$ cat src/rtl/ook_pkg.sv
package ook_pkg;

    // classification of two consecutive level widths
    typedef enum logic [1:0] {
        PAIR_SL  = 2'd0,   // short then long
        PAIR_LS  = 2'd1,   // long then short
        PAIR_BAD = 2'd2
    } pair_e;

    // output code of one address position
    typedef enum logic [1:0] {
        TRIT_0 = 2'b00,
        TRIT_1 = 2'b01,
        TRIT_F = 2'b10
    } trit_e;

    typedef enum logic [1:0] {
        ST_SEARCH = 2'd0,
        ST_SYM    = 2'd1,
        ST_TAIL   = 2'd2
    } dec_state_e;

    localparam logic [31:0] PAIR_LO = 32'd2;
    localparam logic [31:0] PAIR_HI = 32'd4;
    localparam logic [31:0] SYNC_LO = 32'd30;
    localparam logic [31:0] SYNC_HI = 32'd33;

    // true when lw lies within [lo*sw, hi*sw]
    function automatic logic ratio_in(input logic [31:0] sw, input logic [31:0] lw,
                                      input logic [31:0] lo, input logic [31:0] hi);
        return (lw >= sw * lo) && (lw <= sw * hi);
    endfunction

endpackage

$ cat src/rtl/ook_edge_timer.sv
module ook_edge_timer #(
    parameter int CNT_W    = 16,
    parameter int IDLE_CYC = 40000
) (
    input  logic             clk,
    input  logic             rst,
    input  logic             line_in,
    output logic             edge_stb,
    output logic             new_level,
    output logic [CNT_W-1:0] width,
    output logic             sat,
    output logic             idle_stb
);
    localparam logic [CNT_W-1:0] CNT_MAX  = {CNT_W{1'b1}};
    localparam logic [CNT_W-1:0] IDLE_VAL = CNT_W'(IDLE_CYC);

    logic             line_q;
    logic [CNT_W-1:0] cnt_q;

    assign edge_stb  = line_in != line_q;
    assign new_level = line_in;
    assign sat       = cnt_q == CNT_MAX;
    assign width     = sat ? CNT_MAX : cnt_q + 1'b1;
    assign idle_stb  = !edge_stb && (cnt_q == IDLE_VAL);

    always_ff @(posedge clk) begin
        if (rst) begin
            line_q <= 1'b0;
            cnt_q  <= CNT_MAX;
        end else begin
            line_q <= line_in;
            if (edge_stb)
                cnt_q <= '0;
            else if (!sat)
                cnt_q <= cnt_q + 1'b1;
        end
    end


    sat_hold_chk: assert property (@(posedge clk) disable iff (rst)
        (sat && !edge_stb) |=> sat);

endmodule

$ cat src/rtl/ook_ratio_class.sv
module ook_ratio_class
    import ook_pkg::*;
#(
    parameter int CNT_W = 16
) (
    input  logic [CNT_W-1:0] first_w,
    input  logic [CNT_W-1:0] second_w,
    output pair_e            cls,
    output logic             is_sync
);
    logic [31:0] a, b;
    assign a = 32'(first_w);
    assign b = 32'(second_w);

    always_comb begin
        if (ratio_in(a, b, PAIR_LO, PAIR_HI))
            cls = PAIR_SL;
        else if (ratio_in(b, a, PAIR_LO, PAIR_HI))
            cls = PAIR_LS;
        else
            cls = PAIR_BAD;
    end

    assign is_sync = ratio_in(a, b, SYNC_LO, SYNC_HI);

endmodule

$ cat src/rtl/ook_frame_fsm.sv
module ook_frame_fsm
    import ook_pkg::*;
#(
    parameter int CNT_W  = 16,
    parameter int N_ADDR = 8,
    parameter int N_DATA = 4
) (
    input  logic                  clk,
    input  logic                  rst,
    input  logic                  edge_stb,
    input  logic                  new_level,
    input  logic [CNT_W-1:0]      width,
    input  logic                  sat,
    input  logic                  idle_stb,
    input  pair_e                 cls,
    input  logic                  is_sync,
    output logic [CNT_W-1:0]      hold_w,
    output logic                  word_valid,
    output logic [2*N_ADDR-1:0]   addr_trits,
    output logic [N_DATA-1:0]     data_bits,
    output logic                  frame_err
);
    localparam int N_SYM  = N_ADDR + N_DATA;
    localparam int SYM_W  = $clog2(N_SYM);
    localparam int WORD_W = 2 * N_ADDR + N_DATA;
    localparam logic [SYM_W-1:0] LAST_SYM = SYM_W'(N_SYM - 1);

    dec_state_e        state_q;
    logic [1:0]        sub_q;
    logic [SYM_W-1:0]  idx_q;
    pair_e             first_q;
    logic [CNT_W-1:0]  hold_q;
    logic              hold_ok_q;
    logic [WORD_W-1:0] cur_q, prev_q, last_q;
    logic              have_prev_q, sup_q;
    logic              valid_q, err_q;
    logic [WORD_W-1:0] out_q;

    trit_e sym_trit;
    logic  sym_ok;

    assign hold_w = hold_q;

    // symbol from the two pair classes
    always_comb begin
        sym_ok   = 1'b1;
        sym_trit = TRIT_0;
        if (first_q == PAIR_SL && cls == PAIR_SL)
            sym_trit = TRIT_0;
        else if (first_q == PAIR_LS && cls == PAIR_LS)
            sym_trit = TRIT_1;
        else if (first_q == PAIR_SL && cls == PAIR_LS)
            sym_trit = TRIT_F;
        else
            sym_ok = 1'b0;
    end

    always_ff @(posedge clk) begin
        if (rst) begin
            state_q     <= ST_SEARCH;
            sub_q       <= '0;
            idx_q       <= '0;
            first_q     <= PAIR_BAD;
            hold_q      <= '0;
            hold_ok_q   <= 1'b0;
            cur_q       <= '0;
            prev_q      <= '0;
            last_q      <= '0;
            have_prev_q <= 1'b0;
            sup_q       <= 1'b0;
            valid_q     <= 1'b0;
            err_q       <= 1'b0;
            out_q       <= '0;
        end else begin
            valid_q <= 1'b0;
            err_q   <= 1'b0;
            if (idle_stb)
                sup_q <= 1'b0;
            if (sat && !edge_stb) begin
                state_q     <= ST_SEARCH;
                have_prev_q <= 1'b0;
                hold_ok_q   <= 1'b0;
            end else if (edge_stb) begin
                case (state_q)
                    ST_SEARCH: begin
                        if (!new_level) begin
                            hold_q    <= width;
                            hold_ok_q <= !sat;
                        end else begin
                            hold_ok_q <= 1'b0;
                            if (hold_ok_q && is_sync && !sat) begin
                                state_q <= ST_SYM;
                                sub_q   <= '0;
                                idx_q   <= '0;
                            end
                        end
                    end
                    ST_SYM: begin
                        sub_q <= sub_q + 1'b1;
                        if (sub_q == 2'd0 || sub_q == 2'd2) begin
                            hold_q <= width;
                        end else if (sub_q == 2'd1) begin
                            first_q <= cls;
                            if (cls == PAIR_BAD) begin
                                err_q       <= 1'b1;
                                state_q     <= ST_SEARCH;
                                have_prev_q <= 1'b0;
                            end
                        end else begin
                            if (!sym_ok || (idx_q >= SYM_W'(N_ADDR) && sym_trit == TRIT_F)) begin
                                err_q       <= 1'b1;
                                state_q     <= ST_SEARCH;
                                have_prev_q <= 1'b0;
                            end else begin
                                if (idx_q < SYM_W'(N_ADDR))
                                    cur_q[2*int'(idx_q) +: 2] <= sym_trit;
                                else
                                    cur_q[N_ADDR + int'(idx_q)] <= (sym_trit == TRIT_1);
                                if (idx_q == LAST_SYM)
                                    state_q <= ST_TAIL;
                                else
                                    idx_q <= idx_q + 1'b1;
                            end
                        end
                    end
                    default: begin
                        if (sub_q == 2'd0) begin
                            hold_q <= width;
                            sub_q  <= 2'd1;
                        end else if (is_sync) begin
                            state_q     <= ST_SYM;
                            sub_q       <= '0;
                            idx_q       <= '0;
                            prev_q      <= cur_q;
                            have_prev_q <= 1'b1;
                            if (have_prev_q && prev_q == cur_q) begin
                                if (!(sup_q && last_q == cur_q)) begin
                                    valid_q <= 1'b1;
                                    out_q   <= cur_q;
                                    last_q  <= cur_q;
                                    sup_q   <= 1'b1;
                                end
                            end else if (have_prev_q) begin
                                err_q <= 1'b1;
                            end
                        end else begin
                            err_q       <= 1'b1;
                            state_q     <= ST_SEARCH;
                            have_prev_q <= 1'b0;
                        end
                    end
                endcase
            end
        end
    end

    assign word_valid = valid_q;
    assign frame_err  = err_q;
    assign addr_trits = out_q[2*N_ADDR-1:0];
    assign data_bits  = out_q[WORD_W-1:2*N_ADDR];


    lock_needs_sync_chk: assert property (@(posedge clk) disable iff (rst)
        (state_q == ST_SYM && $past(state_q) == ST_SEARCH) |-> $past(is_sync));

    valid_pulse_chk: assert property (@(posedge clk) disable iff (rst)
        valid_q |=> !valid_q);

    out_hold_chk: assert property (@(posedge clk) disable iff (rst)
        !valid_q |-> $stable(out_q));

    valid_err_excl_chk: assert property (@(posedge clk) disable iff (rst)
        !(valid_q && err_q));

    sat_abort_chk: assert property (@(posedge clk) disable iff (rst)
        (sat && !edge_stb && state_q != ST_SEARCH) |=> (state_q == ST_SEARCH && !err_q));

endmodule

$ cat src/rtl/ook_tristate_decoder.sv
module ook_tristate_decoder
    import ook_pkg::*;
#(
    parameter int CNT_W    = 16,
    parameter int IDLE_CYC = 40000,
    parameter int N_ADDR   = 8,
    parameter int N_DATA   = 4
) (
    input  logic                clk,
    input  logic                rst,
    input  logic                line_in,
    output logic                word_valid,
    output logic [2*N_ADDR-1:0] addr_trits,
    output logic [N_DATA-1:0]   data_bits,
    output logic                frame_err
);
    logic             edge_stb, new_level, sat, idle_stb, is_sync;
    logic [CNT_W-1:0] width, hold_w;
    pair_e            cls;

    ook_edge_timer #(.CNT_W(CNT_W), .IDLE_CYC(IDLE_CYC)) u_timer (
        .clk(clk), .rst(rst), .line_in(line_in),
        .edge_stb(edge_stb), .new_level(new_level), .width(width),
        .sat(sat), .idle_stb(idle_stb)
    );

    ook_ratio_class #(.CNT_W(CNT_W)) u_ratio (
        .first_w(hold_w), .second_w(width), .cls(cls), .is_sync(is_sync)
    );

    ook_frame_fsm #(.CNT_W(CNT_W), .N_ADDR(N_ADDR), .N_DATA(N_DATA)) u_fsm (
        .clk(clk), .rst(rst), .edge_stb(edge_stb), .new_level(new_level),
        .width(width), .sat(sat), .idle_stb(idle_stb), .cls(cls),
        .is_sync(is_sync), .hold_w(hold_w), .word_valid(word_valid),
        .addr_trits(addr_trits), .data_bits(data_bits), .frame_err(frame_err)
    );

endmodule

$ cat config.mk
export PLATFORM = sky130hd
export DESIGN_NAME = ook_tristate_decoder
export DESIGN_NICKNAME = d
export VERILOG_FILES = /design/src/rtl/ook_pkg.sv /design/src/rtl/ook_edge_timer.sv /design/src/rtl/ook_ratio_class.sv /design/src/rtl/ook_frame_fsm.sv /design/src/rtl/ook_tristate_decoder.sv
export SDC_FILE = /design/constraint.sdc
export NUM_CORES = 1
export LEC_CHECK = 0
export BUFFER_PORTS_ARGS = -buffer_cell sky130_fd_sc_hd__buf_2
export CAP_MARGIN = 10
export CORE_MARGIN = 8
export CORE_UTILIZATION = 40
export CTS_CLUSTER_DIAMETER = 40
export DETAILED_ROUTE_END_ITERATION = 10
export HOLD_SLACK_MARGIN = 0.12
export PLACE_DENSITY = 0.66
export SETUP_SLACK_MARGIN = 0.05
export SKIP_LAST_GASP = 1
export SLEW_MARGIN = 20
export SYNTH_ARGS = -nofsm -noshare
export SYNTH_HDL_FRONTEND = slang
export SYNTH_SLANG_ARGS = --single-unit
$ cat constraint.sdc
create_clock -name clk -period 14.79 [get_ports clk]
set_input_delay 1.479 -clock clk [delete_from_list [all_inputs] [get_ports clk]]
set_output_delay 1.479 -clock clk [all_outputs]
set_load 0.02 [all_outputs]
==> impl_results.md, run 1 <==
* Status: finished, final reports clean
* Clk root buf: clkbuf_16
* Dpl ws at 8.78 ns
* Vias in the first global route at 8,582
* Die area at 30,700 µm²
* Antenna violations before repair at 0
* DRT Pass-1 Iters at 5
* Syn_area_per_cell at 8.47 µm²
* Register area at 2160 µm²
* Post-CTS sizing at 0
* Multi-input logic area at 7500 µm²
* DRC Markers at 0
* Number of flops mapped to enable cells by yosys at 0
* Final WS setup at 8.71 ns
* WL per Instance at 17.3 µm
* Largest net degree at the start of global routing at 66
* Most frequent cell after synthesis: ha_1
* Register area share after synthesis at 21.3%
* Slew @ Worst Pin at 1.13 ns
* Post-Synthesis Cell Area at 10,200 µm²
* TNS Setup at 0 ns
* Sinks on Clock Net at 108
* Post-synth top cells: ha_1, dfxtp_1, inv_1, nand2_1, a21oi_1
* Crit end category: register
* Number of max-cap violations at 0
* Post-synth ARST share at 0%
* Max Fclk at 0.165 GHz
* End point of the critical path: u_fsm.have_prev_q
* Peak supply drop at 0.0000614 V
* Clk slew on worst S/H paths at 0.08 ns
* HPWL after DPL at 20,500 µm
* Gp weighted congestion at 0.877
* First-pass GRT wire length at 43,500 µm
* Setup crit start kind: register
* I/O Pins at 25
* Placement Rows at 58
* Area contributors post-synth: dfxtp_1, ha_1, fa_1
* H-Tree Depth at 3
* Port-buffer cells at 24
* GR Overflow Total at 0
* Vias/cell at 5.79
* Syn. warnings at 0
* Fin nets at 1,385
* Post-synth net total at 1,389
* Antenna diodes at 0
* Slew headroom at 22.8%
* Reg2Reg Setup Slack at 8.71 ns
* Total number of vias at 8,861
* #FFs+latches synth at 108
* Synth top area share at 21.3%
* Worst R2R Path Depth at 22
* CTS Buf Count at 9
* Hold-fix buffers at CTS at 0
* Main synth FF type: dfxtp_1
* Drt total wl at 26,400 µm
* Pwr/cell area at 91.8 nW/µm²
* CP Data Required Time at 15.06 ns
* Global Route Usage Sum at 17.0%
* Area leader, netlist: dfxtp_1
* Synthesis-to-layout area growth at 7.37%
* Worst skew pair latency at 0.37 ns
* Starting density of the core at 40.6%
* CTS tree: done
* R2r startpoint: u_fsm.hold_w[3]
* Core Region at 25,000 µm²
* Antenna viol nets, final at 0
* Post-CTS setup buffer count at 0
* Die H at 175 µm
* HP Class: reg2reg
* Critical path type: reg2reg
* FILL cells at 2,480
* Post-layout min period at 6.08 ns
* Post-route design area at 10,900 µm²
* Hold Fails Final Rpt at 0
* Layout cells sized above 1 at 6.00%
* Die Wd at 175 µm
* Worst setup startpoint: u_fsm.hold_w[3]
* Final Setup Violations at 0
* RSZ-0062 raised after global routing: no
* Placed Area at 10,600 µm²
* Max-slew violation count at 0
* Lkg Pwr at 4.49 nW
* Crit path arrival time at 6.35 ns
* Final worst-path cycle share at 41.1%
* Synth unique cells at 69
* Clk buf depth at 2
* Skew final at 0.00834 ns
* Crit path max fanout at 22
* Initial DRC Count at 569
* Worst R2R End: u_fsm.have_prev_q
* Syn Inst Count at 1,199
[state kept, by name, summed over array words and instances (netlist names), 2 cells and up]
signal / cells
u_fsm.prev_q: 20
u_fsm.first_q: 2
u_fsm.idx_q: 4
u_fsm.state_q: 2
u_fsm.sub_q: 2
u_fsm.cur_q: 20
u_fsm.last_q: 20
u_timer.cnt_q: 16
u_fsm.hold_w: 16
[layout make-up]
type | count | share of cell area, %
multi-input combinational | 954 | 68.8
sequential | 108 | 19.8
tap | 330 | 3.79
inverter | 91 | 3.13
clock buffer | 9 | 2.07
timing repair buffer | 31 | 1.58
clock inverter | 7 | 0.815
[how the worst min path moves through the flow]
stage | cells past startpoint | endpoint | from
2_1_floorplan | 2 | u_fsm.hold_ok_q | u_fsm.hold_ok_q
3_3_place_gp | 2 | u_fsm.prev_q[2] | u_fsm.prev_q[2]
3_5_place_dp | 2 | u_fsm.prev_q[16] | u_fsm.prev_q[16]
4_1_cts | 2 | u_fsm.prev_q[16] | u_fsm.prev_q[16]
5_1_grt | 2 | u_fsm.prev_q[8] | u_fsm.prev_q[8]
6_report | 2 | u_fsm.prev_q[8] | u_fsm.prev_q[8]
[power by group]
part	internal, W	switching [W]	total (W)
clock network	0.000123	0.000135	0.000258
logic	0.000156	0.000269	0.000424
registers	0.000300	0.0000195	0.000320
[layer usage]
layer	up-vias	share of wire, %	GRT usage [%]
met1	4224	48	22.8
met3	30	3.7	1.78
li1	4409	-	-
met5	-	0	0
met4	0	1.9	4.95
met2	198	47	28.3
[cells by family (layout without fill, tap and decap cells)]
| logic type | count (synthesis) | after routing | share of synthesized area [%] |
|---|---|---|---|
| buf+inv | 137 | 138 | 5.11 |
| fa+ha+maj | 187 | 187 | 25.3 |
| mux | 48 | 48 | 4.73 |
| compound gates | 302 | 302 | 19.9 |
| simple gates | 348 | 348 | 17.8 |
| flops | 108 | 108 | 21.3 |
| xor+xnor | 69 | 69 | 5.95 |
[critical path, stage by stage, from the launching register on]
cell and delay [ns]:
dfxtp_1 0.51, inv_1 0.23, fa_1 0.54, fa_1 0.51, inv_1 0.04, ha_1 0.34, a21oi_1 0.18, o21ai_0 0.21
and2_1 0.24, o21ai_0 0.15, nand2b_1 0.11, a31oi_1 0.24, o21ai_0 0.16, xnor2_1 0.16, ha_1 0.30, nand2_1 0.05
o21ai_0 0.23, a41oi_1 0.09, nor3_1 0.18, o2111ai_1 0.15, and4b_1 0.83, nand3_1 0.23, a311oi_1 0.31
[cell usage in the layout (no fill, tap or decap), drive strengths merged, types with 28 or more instances in the layout]
cell type / count
fa: 30
buf: 31
xnor2: 37
o21ai: 64
dfxtp: 108
nor2: 70
inv: 94
nand4: 54
nand3: 29
ha: 157
a211oi: 28
a21oi: 85
nand2: 89
mux2i: 48
xor2: 32
[through the flow]
| step | std cells | power, W | hold WS [ns] | util [%] |
|---|---|---|---|---|
| 2_1_floorplan | 1199 | 0.000641 | 0.454 | - |
| 3_3_place_gp | 1514 | 0.000736 | 0.467 | 42.3 |
| 3_5_place_dp | 1514 | 0.000744 | 0.471 | 42.3 |
| 4_1_cts | 1530 | 0.00100 | 0.483 | 43.5 |
| 5_1_grt | 1530 | 0.00107 | 0.504 | 43.6 |
| 6_report | 1530 | 0.00100 | 0.485 | 43.6 |
Power figures use the tool's default switching activity.
==> run 2, diff against run 1 <==
--- a/config.mk
+++ b/config.mk
@@ -5,6 +5,7 @@
 export SDC_FILE = /design/constraint.sdc
 export NUM_CORES = 1
 export LEC_CHECK = 0
+export ABC_AREA = 1
 export BUFFER_PORTS_ARGS = -buffer_cell sky130_fd_sc_hd__buf_2
 export CAP_MARGIN = 10
 export CORE_MARGIN = 8
@@ -12,7 +13,7 @@
 export CTS_CLUSTER_DIAMETER = 40
 export DETAILED_ROUTE_END_ITERATION = 10
 export HOLD_SLACK_MARGIN = 0.12
-export PLACE_DENSITY = 0.66
+export PLACE_DENSITY = 0.68
 export SETUP_SLACK_MARGIN = 0.05
 export SKIP_LAST_GASP = 1
 export SLEW_MARGIN = 20
==> constraint.sdc (replaced) <==
create_clock -name clk -period 5 [get_ports clk]
set_input_delay 0.5 -clock clk [delete_from_list [all_inputs] [get_ports clk]]
set_output_delay 0.5 -clock clk [all_outputs]
set_load 0.02 [all_outputs]
==> impl_results.md, run 2 <==
* Status: finished, final reports clean
* Crit path max fanout at 10
* Layout cells sized above 1 at 9.82%
* HP Class: in2reg
* DRC Markers at 0
* Starting density of the core at 40.2%
* Placed Area at 11,400 µm²
* First-pass GRT wire length at 48,200 µm
* CTS tree: done
* XOR/XNOR Fraction of Synth Area at 2.87%
* WL per Instance at 14.6 µm
* CP max stage delay at 0.49 ns
* I/O Pins at 25
* RSZ-0062 raised after global routing: no
* Max Fclk at 0.215 GHz
* Multiplexer share of the synthesized area at 0%
* Vias/cell at 5.20
* Sinks on Clock Net at 108
* DRT Pass-1 Iters at 5
* Area leader, netlist: dfxtp_1
* Syn. warnings at 0
* Syn_area_per_cell at 6.79 µm²
* Antenna viol nets, final at 0
* Hold_sp: line_in
* Biggest regs: u_fsm.cur_q x20, u_fsm.last_q x20, u_fsm.prev_q x20
* Final worst-path cycle share at 93.0%
* Main synth FF type: dfxtp_1
* Max-slew violation count at 0
* Port-buffer cells at 24
* Dpl ws at -0.00708 ns
* End point of the critical path: u_fsm.last_q[9]
* Final WS setup at 0.349 ns
* Vias in the first global route at 9,794
* Worst-path cell chain: inv_1, fa_1, fa_1, inv_1, ha_1, or2_1, nand3b_1, nand2_1, a21oi_1, xor2_1, ha_1, nand4_1, nor2_2, inv_1, nor4_2, nand3_1, nand2_2, nand2_2, nor3_4, buf_12, buf_6, nand3_4, o21ai_1
* Post-synth ARST share at 0%
* Synth unique cells at 52
* Synthesis-to-layout area growth at 10.8%
* Critical path type: reg2reg
* GR peak layer: met2
* Most frequent cells in the layout: nand2_1, inv_1, nor2_1, ha_1, a21oi_1
* H-Tree Depth at 3
* WP buf/inv at 5
* Worst R2R Path Depth at 23
* Largest family of logic cells by synthesized area: simple AND/OR/NAND/NOR gates
* Syn Inst Count at 1,574
* CP Data Required Time at 5.28 ns
* CTS Buf Count at 9
* Antenna violations before repair at 1
* Placement Rows at 60
* Area contributors post-synth: dfxtp_1, ha_1, nand2_1
* GR Overflow Total at 0
* Core Region at 26,600 µm²
* Slew @ Worst Pin at 0.769 ns
* Worst R2R End: u_fsm.last_q[9]
* Worst setup startpoint: u_fsm.hold_w[1]
* Met3 GRT Util at 1.98%
* Post-route design area at 11,800 µm²
* Number of flops mapped to enable cells by yosys at 0
* Fraction of the mapped netlist area in adder cells at 24.0%
* Pwr/cell area at 247 nW/µm²
* Setup crit start kind: register
* Drt total wl at 28,900 µm
* Register area share after synthesis at 20.2%
* Total number of vias at 10,246
* Global Route Usage Sum at 17.7%
* Slew headroom at 48.7%
* Synth top area share at 20.2%
* Worst path depth at 23
* Peak supply drop at 0.000157 V
* Met1 usage at 23.7%
* Clk root buf: clkbuf_16
* Crit path max-delay family: simple AND/OR/NAND/NOR gates
* Final Setup Violations at 0
* Post-layout min period at 4.65 ns
* Clk buf depth at 2
* Crit path arrival time at 4.93 ns
* Reg2Reg Setup Slack at 0.35 ns
* Number of max-cap violations at 0
* Skew final at 0.00916 ns
* Die Wd at 180 µm
* Post-synthesis compound-gate area fraction at 12.5%
* Post-synth top cells: nand2_1, inv_1, nor2_1, ha_1, a21oi_1
* Initial DRC Count at 629
* Die H at 180 µm
* Most frequent cell after synthesis: nand2_1
* Die area at 32,200 µm²
* #FFs+latches synth at 108
* HPWL after DPL at 23,300 µm
* Commonest non-fill, non-tap cell in the layout: nand2_1
* Largest net degree at the start of global routing at 46
* Post-Synthesis Cell Area at 10,700 µm²
* Gp weighted congestion at 0.891
* Crit end category: register
* Critical path's slowest cell: fa_1
* Worst skew pair latency at 0.36 ns
* R2r startpoint: u_fsm.hold_w[1]
* Lkg Pwr at 5.94 nW
* Met2 Usage GRT at 29.0%
* Simple-gate area share of the yosys netlist at 30.3%
* Clk slew on worst S/H paths at 0.07 ns
* Fin nets at 1,814
* Most used cell, CP: inv_1
* Hold Fails Final Rpt at 0
* Post-synth net total at 1,764
run 2: changes by cell type after synthesis, moves of 13 or more:
cell | previous run | this run
nand2b_1 | 15 | 0
nand3_1 | 28 | 72
a21oi_1 | 85 | 116
mux2i_1 | 48 | 0
clkbuf_1 | 40 | 16
o31ai_1 | 26 | 2
a211oi_1 | 27 | 3
nand4_1 | 53 | 40
xnor2_1 | 37 | 13
o21ai_0 | 62 | 97
inv_1 | 91 | 249
nor2_1 | 70 | 162
nand2_1 | 89 | 340
run 2: worst register-to-register path: cells and delay by family (launching register included):
kind / cells / cell delay (ns)
xor+xnor: 1 / 0.11
buf+inv: 5 / 0.47
fa+ha+maj: 4 / 1.58
compound gates: 2 / 0.41
flops: 1 / 0.37
simple gates: 11 / 1.65
run 2: repair_timing:
item,4_1_cts,5_1_grt
resized for setup,8,45
buffers inserted,0,1
pin swaps,2,7
endpoints found under the setup margin,9,51
hold buffers,0,0
run 2: kinds of logic after synthesis:
kind of cell	count (synthesis)
fa+ha+maj	187
simple gates	713
compound gates	251
xor+xnor	35
buf+inv	280
flops	108
run 2: power breakdown:
group          leakage (nW)  switching (W)  internal (W)
sequential            0.880      0.0000374      0.000890
clock                 0.135       0.000363      0.000362
combinational          4.92       0.000793      0.000478
total                  5.94        0.00119       0.00173
run 2: area by class of cell:
type	count	area [µm²]
Fill cell	2702	14700
Multi-Input combinational cell	1186	7550
Sequential cell	108	2170
Inverter	256	971
Timing Repair Buffer	63	433
Tap cell	341	427
Clock buffer	10	239
Clock inverter	6	53.8
Antenna cell	1	2.50
run 2: stage by stage:
| step | total power, W | cells | utilization (%) | setup TNS [ns] | hold WS (ns) |
|---|---|---|---|---|---|
| 6_report | 0.00292 | 1971 | 44.6 | 0 | 0.434 |
| 5_1_grt | 0.00316 | 1971 | 44.6 | 0 | 0.453 |
| 4_1_cts | 0.00291 | 1969 | 44.1 | 0 | 0.415 |
| 3_5_place_dp | 0.00218 | 1953 | 42.9 | -0.00708 | 0.457 |
| 3_3_place_gp | 0.00214 | 1953 | 42.9 | 0 | 0.452 |
| 2_1_floorplan | 0.00184 | 1574 | - | 0 | 0.444 |
run 2: worst min-delay path by stage:
stage,end,cells after the start,slack (ns)
2_1_floorplan,u_fsm.prev_q[11],2,0.44
3_3_place_gp,u_fsm.prev_q[9],2,0.45
3_5_place_dp,u_fsm.prev_q[18],2,0.46
4_1_cts,u_timer.line_q,3,0.41
5_1_grt,u_timer.line_q,3,0.45
6_report,u_timer.line_q,3,0.43
run 2: routing by layer:
metal / share of wire [%] / routed length, µm
met4: 2.5 / 732
met3: 4.3 / 1240
met2: 45 / 13000
met5: 0 / 0
met1: 48 / 13900
==> run 3, diff against run 2 <==
--- a/config.mk
+++ b/config.mk
@@ -6,7 +6,7 @@
 export NUM_CORES = 1
 export LEC_CHECK = 0
 export ABC_AREA = 1
-export BUFFER_PORTS_ARGS = -buffer_cell sky130_fd_sc_hd__buf_2
+export BUFFER_PORTS_ARGS = -buffer_cell sky130_fd_sc_hd__buf_4
 export CAP_MARGIN = 10
 export CORE_MARGIN = 8
 export CORE_UTILIZATION = 40
==> impl_results.md, run 3 (synthesis gave the netlist of run 2 again) <==
* Antenna viol nets, final at 0
* Hold Fails Final Rpt at 0
* Drt total wl at 28,900 µm
* Crit end category: register
* Commonest non-fill, non-tap cell in the layout: nand2_1
* FILL cells at 2,751
* Biggest regs: u_fsm.cur_q x20, u_fsm.last_q x20, u_fsm.prev_q x20
* Number of max-cap violations at 0
* Met3 GRT Util at 1.67%
* RSZ-0062 raised after global routing: yes
* Combinational power share at 44.1%
* Status: finished, final reports clean
* Multi-input logic area at 7560 µm²
* Vias in the first global route at 9,796
* DRT Pass-1 Iters at 5
* Dpl ws at 0.0805 ns
* Crit path max fanout at 10
* Critical path type: reg2reg
* Switching Fraction at 41.1%
* Sw Pwr at 0.00121 W
* Post-layout min period at 4.69 ns
* Worst setup startpoint: u_fsm.hold_w[4]
* Synthesis-to-layout area growth at 11.5%
* Seq pwr share at 31.7%
* Clock share of power at 24.3%
* HP Class: in2reg
* Hold_ws at 0.411 ns
* H-Tree Depth at 3
* Cell Int Power at 0.00173 W
* Hold-fix buffers at CTS at 0
* Die H at 180 µm
* Largest net degree at the start of global routing at 45
* Worst skew pair latency at 0.37 ns
* Final Setup Violations at 0
* Clk slew on worst S/H paths at 0.08 ns
* DRC Markers at 0
* Power Total at 0.00293 W
* Setup crit start kind: register
* Die area at 32,200 µm²
* Final Util at 44.9%
* Final worst-path cycle share at 93.9%
* Most frequent cells in the layout: nand2_1, inv_1, nor2_1, ha_1, a21oi_1
* Placement Rows at 60
* Max-slew violation count at 0
* Fin nets at 1,818
* Clk buf depth at 2
* Sinks on Clock Net at 108
* GR peak layer: met2
* Layout cells sized above 1 at 9.74%
* WL per Instance at 14.6 µm
* Antenna diodes at 0
* Placed Area at 11,500 µm²
* Crit path arrival time at 4.99 ns
* Starting density of the core at 40.2%
* Initial DRC Count at 679
* HPWL after DPL at 23,400 µm
* Slew headroom at 51.5%
* Slew @ Worst Pin at 0.727 ns
* CTS tree: done
* Met2 Usage GRT at 28.2%
* Core Region at 26,600 µm²
* CP Data Required Time at 5.29 ns
* Hold_sp: line_in
* GR Overflow Total at 0
* Met1 usage at 24.0%
* Port-buffer cells at 24
* Die Wd at 180 µm
* Max Fclk at 0.213 GHz
* First-pass GRT wire length at 48,100 µm
* Clk root buf: clkbuf_16
* Post-route design area at 11,900 µm²
* Register area at 2170 µm²
* Gp weighted congestion at 0.890
* I/O Pins at 25
* Skew final at 0.0116 ns
* Pwr/cell area at 246 nW/µm²
* Total number of vias at 10,287
* Vias/cell at 5.21
* Antenna violations before repair at 0
* Global Route Usage Sum at 17.7%
* Peak supply drop at 0.000158 V
* Final WS setup at 0.305 ns
* R2r startpoint: u_fsm.hold_w[4]
* Lkg Pwr at 5.95 nW
* CTS Buf Count at 9
==> run 3: routing by layer <==
layer  wire length (µm)  up-vias
li1                   -     5262
met1              13800     4714
met2              12800      250
met3               1340       61
met4                971        0
met5                  0        -
==> run 3: power by group through the flow <==
stage / registers, W / clock network [W] / logic (W)
global placement: 0.000945 / 0 / 0.00120
CTS: 0.000925 / 0.000719 / 0.00125
finish: 0.000928 / 0.000711 / 0.00129
detailed placement: 0.000945 / 0 / 0.00124
floorplan: 0.000945 / 0 / 0.000898
global route: 0.000934 / 0.000750 / 0.00148
==> run 3: worst max-delay path: stages, from the launching register on <==
cell     delay [ns]
dfxtp_1        0.34
inv_2          0.09
fa_1           0.50
fa_1           0.51
inv_1          0.04
ha_1           0.32
a21oi_1        0.20
nand2_2        0.10
nand2_1        0.07
nand2_1        0.09
a31oi_1        0.21
xor2_1         0.10
ha_1           0.32
nand4_1        0.16
nor2_2         0.15
inv_1          0.06
nor4_2         0.20
nand3_1        0.12
nand2_2        0.14
nand2_2        0.11
nor3_4         0.16
buf_4          0.17
buf_6          0.14
nand3_4        0.14
o21ai_0        0.19
==> run 3: timing repair <==
| action | in CTS | in global routing |
|---|---|---|
| buffers inserted | 0 | 6 |
| gates cloned | 0 | 0 |
| setup endpoints to repair | 2 | 51 |
| pin swaps | 1 | 10 |
| gates resized for setup | 6 | 40 |
==> run 3: through the flow <==
step	cells	TNS, ns
after floorplan	1574	0
after global placement	1953	0
after detailed placement	1953	0
after CTS	1969	0
after global routing	1974	-0.0182
final	1974	0
==> run 3: final timing paths <==
path | slack, ns | to | cells after the start
max | 0.31 | u_fsm.last_q[1] | 24
min | 0.41 | u_timer.line_q | 3
max reg2reg | 0.31 | u_fsm.last_q[1] | 24
min reg2reg | 0.48 | u_fsm.prev_q[1] | 2
==> run 3: cell type report <==
type | instances | share of cell area [%]
multi-input cells | 1186 | 63.4
flip-flops and latches | 108 | 18.2
inverters | 256 | 8.15
repair buffers | 67 | 4.28
well taps | 341 | 3.58
clock buffers | 10 | 1.92
clock inverters | 6 | 0.493
